===== config.mk =====
export PLATFORM = sky130hd
export DESIGN_NAME = rx_len_stats
export DESIGN_NICKNAME = d
export VERILOG_FILES = /design/src/rtl/rx_len_stats_pkg.sv /design/src/rtl/rx_len_stats_ctrl.sv /design/src/rtl/rx_len_stats_dp.sv /design/src/rtl/rx_len_stats.sv
export SDC_FILE = /design/constraint.sdc
export NUM_CORES = 1
export LEC_CHECK = 0
export BUFFER_PORTS_ARGS = -buffer_cell sky130_fd_sc_hd__buf_4
export CORE_MARGIN = 3
export CORE_UTILIZATION = 50
export DETAILED_ROUTE_END_ITERATION = 12
export HOLD_SLACK_MARGIN = 0.06
export PLACE_DENSITY = 0.64
export SYNTH_ARGS = -nofsm -noshare
export SYNTH_HDL_FRONTEND = slang
export SYNTH_HIERARCHICAL = 1
export SYNTH_SLANG_ARGS = --single-unit

===== constraint.sdc =====
create_clock -name clk -period 3.7 [get_ports clk]
set_input_delay 0.185 -clock clk [delete_from_list [all_inputs] [get_ports clk]]
set_output_delay 0.185 -clock clk [all_outputs]
set_load 0.02 [all_outputs]

===== src/rtl/rx_len_stats_pkg.sv =====
package rx_len_stats_pkg;
  localparam int NUM_BINS = 6;

  typedef struct packed {
    logic                ovInc;
    logic                totInc;
    logic [NUM_BINS-1:0] binInc;
  } statStrobe_t;

  localparam logic [3:0] ADDR_OV     = 4'd0;
  localparam logic [3:0] ADDR_BIN0   = 4'd1;
  localparam logic [3:0] ADDR_TOT    = 4'd7;
  localparam logic [3:0] ADDR_GOOD   = 4'd8;
  localparam logic [3:0] ADDR_OCT_LO = 4'd9;
  localparam logic [3:0] ADDR_OCT_HI = 4'd10;
  localparam logic [3:0] ADDR_GOC_LO = 4'd11;
  localparam logic [3:0] ADDR_GOC_HI = 4'd12;
endpackage


===== src/rtl/rx_len_stats_ctrl.sv =====
module rx_len_stats_ctrl
  import rx_len_stats_pkg::*;
#(
  parameter int LEN_W     = 16,
  parameter int STD_MAX   = 1522,
  parameter int JUMBO_MAX = 16384
) (
  input  logic             clk,
  input  logic             rstN,
  input  logic             rptValid,
  input  logic [LEN_W-1:0] lenData,
  input  logic [LEN_W-1:0] lenWithFcs,
  input  logic             longPktEn,
  input  logic             storeBadPkt,
  output statStrobe_t      strobe,
  output logic             dropFlag,
  output logic             dropValid
);
  localparam logic [LEN_W-1:0] STD_LIM   = LEN_W'(STD_MAX);
  localparam logic [LEN_W-1:0] JUMBO_LIM = LEN_W'(JUMBO_MAX);

  logic tooLong;
  logic [NUM_BINS-1:0] binSel;

  always_comb begin
    tooLong = !storeBadPkt &&
              ((lenData > JUMBO_LIM) || (!longPktEn && (lenData > STD_LIM)));
  end

  // Length bins on the FCS-inclusive length; below 64 selects none.
  always_comb begin
    binSel = '0;
    if (lenWithFcs >= LEN_W'(1024))      binSel[5] = 1'b1;
    else if (lenWithFcs >= LEN_W'(512))  binSel[4] = 1'b1;
    else if (lenWithFcs >= LEN_W'(256))  binSel[3] = 1'b1;
    else if (lenWithFcs >= LEN_W'(128))  binSel[2] = 1'b1;
    else if (lenWithFcs >= LEN_W'(65))   binSel[1] = 1'b1;
    else if (lenWithFcs == LEN_W'(64))   binSel[0] = 1'b1;
  end

  always_comb begin
    strobe.ovInc  = rptValid && tooLong;
    strobe.totInc = rptValid && !tooLong;
    strobe.binInc = (rptValid && !tooLong) ? binSel : '0;
  end

  always_ff @(posedge clk) begin
    if (!rstN) begin
      dropFlag  <= 1'b0;
      dropValid <= 1'b0;
    end else begin
      dropValid <= rptValid;
      dropFlag  <= rptValid && tooLong;
    end
  end
endmodule


===== src/rtl/rx_len_stats_dp.sv =====
module rx_len_stats_dp
  import rx_len_stats_pkg::*;
#(
  parameter int LEN_W = 16,
  parameter int CNT_W = 32,
  parameter int RD_W  = 32
) (
  input  logic              clk,
  input  logic              rstN,
  input  statStrobe_t       strobe,
  input  logic [LEN_W-1:0]  lenData,
  input  logic              rdEn,
  input  logic [3:0]        rdAddr,
  output logic [RD_W-1:0]   rdData,
  output logic [CNT_W-1:0]  ovTotal,
  output logic [CNT_W-1:0]  pktTotal,
  output logic [2*RD_W-1:0] octTotal
);
  localparam int OCT_W = 2 * RD_W;

  logic [CNT_W-1:0] binCnt [NUM_BINS];
  logic [OCT_W:0]   octSum;
  logic [RD_W-1:0]  hiLatch;
  logic [RD_W-1:0]  rdMux;

  for (genvar b = 0; b < NUM_BINS; b++) begin : g_bin
    always_ff @(posedge clk) begin
      if (!rstN) binCnt[b] <= '0;
      else if (strobe.binInc[b] && binCnt[b] != '1) binCnt[b] <= binCnt[b] + 1'b1;
    end
  end

  always_ff @(posedge clk) begin
    if (!rstN) begin
      ovTotal  <= '0;
      pktTotal <= '0;
    end else begin
      if (strobe.ovInc && ovTotal != '1)   ovTotal  <= ovTotal + 1'b1;
      if (strobe.totInc && pktTotal != '1) pktTotal <= pktTotal + 1'b1;
    end
  end

  always_comb begin
    octSum = {1'b0, octTotal} + {{(OCT_W+1-LEN_W){1'b0}}, lenData} + (OCT_W+1)'(4);
  end

  always_ff @(posedge clk) begin
    if (!rstN) octTotal <= '0;
    else if (strobe.totInc) octTotal <= octSum[OCT_W] ? '1 : octSum[OCT_W-1:0];
  end

  always_comb begin
    rdMux = '0;
    case (rdAddr)
      ADDR_OV:                 rdMux = RD_W'(ovTotal);
      ADDR_TOT, ADDR_GOOD:     rdMux = RD_W'(pktTotal);
      ADDR_OCT_LO, ADDR_GOC_LO: rdMux = octTotal[RD_W-1:0];
      ADDR_OCT_HI, ADDR_GOC_HI: rdMux = hiLatch;
      default: begin
        for (int b = 0; b < NUM_BINS; b++)
          if (rdAddr == ADDR_BIN0 + 4'(b)) rdMux = RD_W'(binCnt[b]);
      end
    endcase
  end

  always_ff @(posedge clk) begin
    if (!rstN) begin
      rdData  <= '0;
      hiLatch <= '0;
    end else if (rdEn) begin
      rdData <= rdMux;
      if (rdAddr == ADDR_OCT_LO || rdAddr == ADDR_GOC_LO) hiLatch <= octTotal[OCT_W-1:RD_W];
    end
  end
endmodule


===== src/rtl/rx_len_stats.sv =====
module rx_len_stats
  import rx_len_stats_pkg::*;
#(
  parameter int LEN_W = 16,
  parameter int CNT_W = 32,
  parameter int RD_W  = 32
) (
  input  logic             clk,
  input  logic             rstN,
  input  logic             rptValid,
  input  logic [LEN_W-1:0] lenData,
  input  logic [LEN_W-1:0] lenWithFcs,
  input  logic             longPktEn,
  input  logic             storeBadPkt,
  output logic             dropFlag,
  output logic             dropValid,
  input  logic             rdEn,
  input  logic [3:0]       rdAddr,
  output logic [RD_W-1:0]  rdData
);
  statStrobe_t        strobe;
  logic [CNT_W-1:0]   ovTotal;
  logic [CNT_W-1:0]   pktTotal;
  logic [2*RD_W-1:0]  octTotal;

  rx_len_stats_ctrl #(.LEN_W(LEN_W)) u_ctrl (
    .clk(clk), .rstN(rstN), .rptValid(rptValid), .lenData(lenData),
    .lenWithFcs(lenWithFcs), .longPktEn(longPktEn), .storeBadPkt(storeBadPkt),
    .strobe(strobe), .dropFlag(dropFlag), .dropValid(dropValid)
  );

  rx_len_stats_dp #(.LEN_W(LEN_W), .CNT_W(CNT_W), .RD_W(RD_W)) u_dp (
    .clk(clk), .rstN(rstN), .strobe(strobe), .lenData(lenData),
    .rdEn(rdEn), .rdAddr(rdAddr), .rdData(rdData),
    .ovTotal(ovTotal), .pktTotal(pktTotal), .octTotal(octTotal)
  );
endmodule


==> metrics.yaml <==
die:
  dieArea_mm2: 0.04422
  fp.dieW_um: 210.3
  core_mm2: 0.04102
  io_pins: 76
  die_height_um: 210.3
  initial_utilization: 0.5088
  fp-row-count: 74
synthesis:
  synth_edf_count: 192
  synth_top_area_frac: 0.2763
  muxShareOfSynthArea: 0.001919
  synth_fp_nets: 2377
  synth_seq_cells: 386
  avgSynthCellArea_um2: 9.097
  async_reset_ff_frac: 0
  ys_seq_area_frac: 0.4624
  synth_area_leaders: "edfxtp_1, dfxtp_1, xor2_1"
  ys_types: 66
  yosysWarningCount: 6
  synth_ff_type: "dfxtp_1"
  syn_inst: 2294
  synth-simple-area-share: 0.2416
  synth_top_family_by_area: "simple AND/OR/NAND/NOR gates"
  synth_xor_area_frac: 0.1175
  synthAdderAreaFrac: 0.02494
  synth_compound_area_frac: 0.1240
  netlist_area_mm2: 0.02087
  synth_top_area_cell: "edfxtp_1"
power_and_ir_drop:
  leakage_nw: 8.042
  switching_share: 0.2445
  pwr-share-comb: 0.077
  switching_power_mw: 2.447
  internal_power_mw: 7.559
  p_clk_frac: 0.445
  ir_drop_uv: 296.0
  pwr-share-seq: 0.477
  p_per_area_mw_per_mm2: 423.1
timing:
  period_minus_slack_ns: 3.363
  fin_skew_ns: 0.01334
  hold_violations: 0
  setup_tns_ns: 0
  finalMaxSlewViolations: 0
  min_period_over_period: 0.9090
  slew_headroom: 0.3014
  worstMarginPinSlew_ns: 1.048
  setup_viol: 0
  fmax_mhz: 297.3
  rsz0062_at_grt: "false"
grt:
  antenna_found_initial: 3
  overflow: 0
  grt_pass1_wl_um: 95120
  grt_max_degree: 73
  grt.total_usage: 0.2727
  grt_pass1_vias: 17011
route:
  drt_wl_total_um: 61660
  first_pass_iters: 10
  drc_errors: 0
  viasPerCell: 6.100
  drt_iter0_drc: 2024
  wl_per_cell_um: 21.04
  ant_nets: 0
  dr_total_vias: 17873
clocking:
  numCtsBuffers: 45
  cts.clk_slew.worst_paths_ns: 0.06
  clk_latency_ns: 0.57
  cts.sinks: 386
  cts_tree: "built"
  cts_max_level: 2
  root_buffer: "clkbuf_16"
  clock_path_buffers: 3
critical_path:
  crit_arrival_ns: 3.84
  setup.worst_path.start_class: "flip-flop"
  ff2ff_path_depth: 11
  worst_path_largest_cell_delay_ns: 0.48
  critPathRequiredTime_ns: 4.17
  path_cells: "ha_1, ha_1, nand2_1, a21oi_1, nor4b_1, a211oi_2, buf_4, nor2_1, buf_4, a41oi_1, a311oi_1"
  cp_num_cells: 11
  cp-end-kind: "flip-flop"
  crit_fanout: 10
  critPathBufInv: 2
  critPathTopFamily: "simple AND/OR/NAND/NOR gates"
  crit_path_top_delay_cell: "nor4b_1"
  critPathKind: "reg2reg"
min_path:
  holdPathStages: 4
  holdCritPathClass: "in2reg"
cells_and_area:
  syn2layout_area_growth_pct: 13.30
  n_antenna_cell: 0
  drive_above_1_share: 0.09341
  final_design_area_no_fill_mm2: 0.02365
  layout.nets: 2446
placed_design:
  dp_hpwl_um: 44390
  io_buffers: 75
  gp_congestion: 0.8962
  post_dp_cell_area_mm2: 0.02218
flow_run:
  maxCapViolCount: 0
status:
  outcome: "finished, final reports clean"
-- power by group through the flow --
| stage | sequential [mW] | clock, mW | combinational, mW |
|---|---|---|---|
| finish | 4.77 | 4.46 | 0.774 |
| floorplan | 4.83 | 0 | 0.467 |
| global route | 4.79 | 4.69 | 0.846 |
| global placement | 4.85 | 0 | 0.757 |
| detailed placement | 4.86 | 0 | 0.762 |
| CTS | 4.77 | 4.53 | 0.768 |
-- Yosys cell counts, types with 3 or more instances --
cell type  instances
clkbuf_1         106
a311oi_1           5
nand4_1           74
mux2i_1            4
nand2_1          271
nor4b_1            3
a21o_1             6
xnor2_1          135
and2_1            33
a222oi_1          32
or3_1             15
nor2_1           323
inv_1             40
nand3_1          110
edfxtp_1         192
o211ai_1           3
a21oi_1          133
nand3b_1           3
nand2b_1           8
and3_1            89
o31a_1             4
dfxtp_1          194
and4_1            28
nor2b_1            6
o211a_1            4
xor2_1           145
a31oi_1            8
a221oi_1          30
nor3_1            42
a22oi_1           68
o21ai_0           68
a41oi_1            4
nor3b_1            5
or2_2              4
nor4_1            16
ha_1              40
a211oi_1           4
-- registers in the layout, indices dropped and copies added (netlist names) --
| register | count |
|---|---|
| u_dp/ovTotal | 32 |
| u_dp/binCnt | 192 |
| u_ctrl/dropFlag | 1 |
| u_dp/pktTotal | 32 |
| u_dp/rdData | 32 |
| u_ctrl/dropValid | 1 |
| u_dp/octTotal | 64 |
| u_dp/hiLatch | 32 |
-- area by class of cell --
| class | instances | area [µm²] |
|---|---|---|
| clock buffer | 68 | 1315 |
| tap | 532 | 665.6 |
| clock inverter | 14 | 145.1 |
| sequential | 386 | 9649 |
| inverter | 41 | 156.4 |
| timing repair buffer | 132 | 1018 |
| multi-input combinational | 1757 | 10700 |
| fill | 3648 | 17370 |
-- logic make-up (layout without fill, tap and decap cells) --
family,Yosys count,count (layout)
multiplexers,4,4
flip-flops,386,386
buffers and inverters,151,255
AND/OR/NAND/NOR,1044,1044
adder cells (fa/ha/maj),41,41
XOR/XNOR,280,280
AO/OA/AOI/OAI,388,388
-- metal layers --
metal / part of all wire / wire, µm / vias up / global-route usage
met1: 0.43 / 26700 / 8696 / 0.3766
met4: 0.028 / 1756 / 2 / 0.08161
met5: 0.00019 / 12 / - / 0
met2: 0.47 / 28700 / 643 / 0.4457
li1: - / - / 8419 / -
met3: 0.073 / 4496 / 113 / 0.04361
-- stage by stage --
stage	util	worst slack [ns]	cells	power (mW)	hold WS, ns
final	0.5765	0.3365	2930	10.01	0.1117
after CTS	0.5765	0.3697	2930	10.07	0.09413
after global placement	0.5406	0.4901	2847	5.611	0.4426
after floorplan	-	0.4295	2294	5.298	0.3216
after global routing	0.5765	0.1219	2930	10.32	0.1367
after detailed placement	0.5406	0.3878	2847	5.623	0.4496
-- worst reg2reg max path, stage by stage, from the launching register on --
cell	delay, ns
dfxtp_1	0.45
ha_1	0.28
ha_1	0.35
nand2_1	0.13
a21oi_1	0.19
nor4b_1	0.48
a211oi_2	0.17
buf_4	0.19
nor2_1	0.34
buf_4	0.25
a41oi_1	0.15
a311oi_1	0.30
-- placed cells by master, fill, tap and decap left out, types with 8 or more instances in the layout --
master / Yosys / layout
a221oi_1: 30 / 30
clkbuf_1: 106 / 15
xor2_1: 145 / 145
or3_1: 15 / 15
a222oi_1: 32 / 32
o21ai_0: 68 / 68
clkbuf_16: 0 / 47
nand4_1: 74 / 74
nor4_1: 16 / 15
xnor2_1: 135 / 135
ha_1: 40 / 40
a21oi_1: 133 / 133
and2_1: 33 / 33
nor2_1: 323 / 320
nand2b_1: 8 / 8
nand2_1: 271 / 271
edfxtp_1: 192 / 192
buf_4: 0 / 129
nor3_1: 42 / 38
a22oi_1: 68 / 68
and3_1: 89 / 89
nand3_1: 110 / 110
inv_1: 40 / 40
dfxtp_1: 194 / 194
a31oi_1: 8 / 8
and4_1: 28 / 28
-- repair_timing --
item | CTS | global route
hold endpoints to repair | 1 | 0
buffers inserted | 0 | 0
hold buffers | 1 | 0
gates resized for setup | 0 | 0
-- final timing paths --
check / endpoint / slack, ns / start
max: u_dp/octTotal[30] / 0.34 / u_dp/octTotal[8]
min reg2reg: u_dp/hiLatch[11] / 0.46 / u_dp/hiLatch[11]
min: u_dp/octTotal[0] / 0.11 / lenData[0]
max reg2reg: u_dp/octTotal[30] / 0.34 / u_dp/octTotal[8]
No activity file was read; power rests on OpenSTA's default activity.
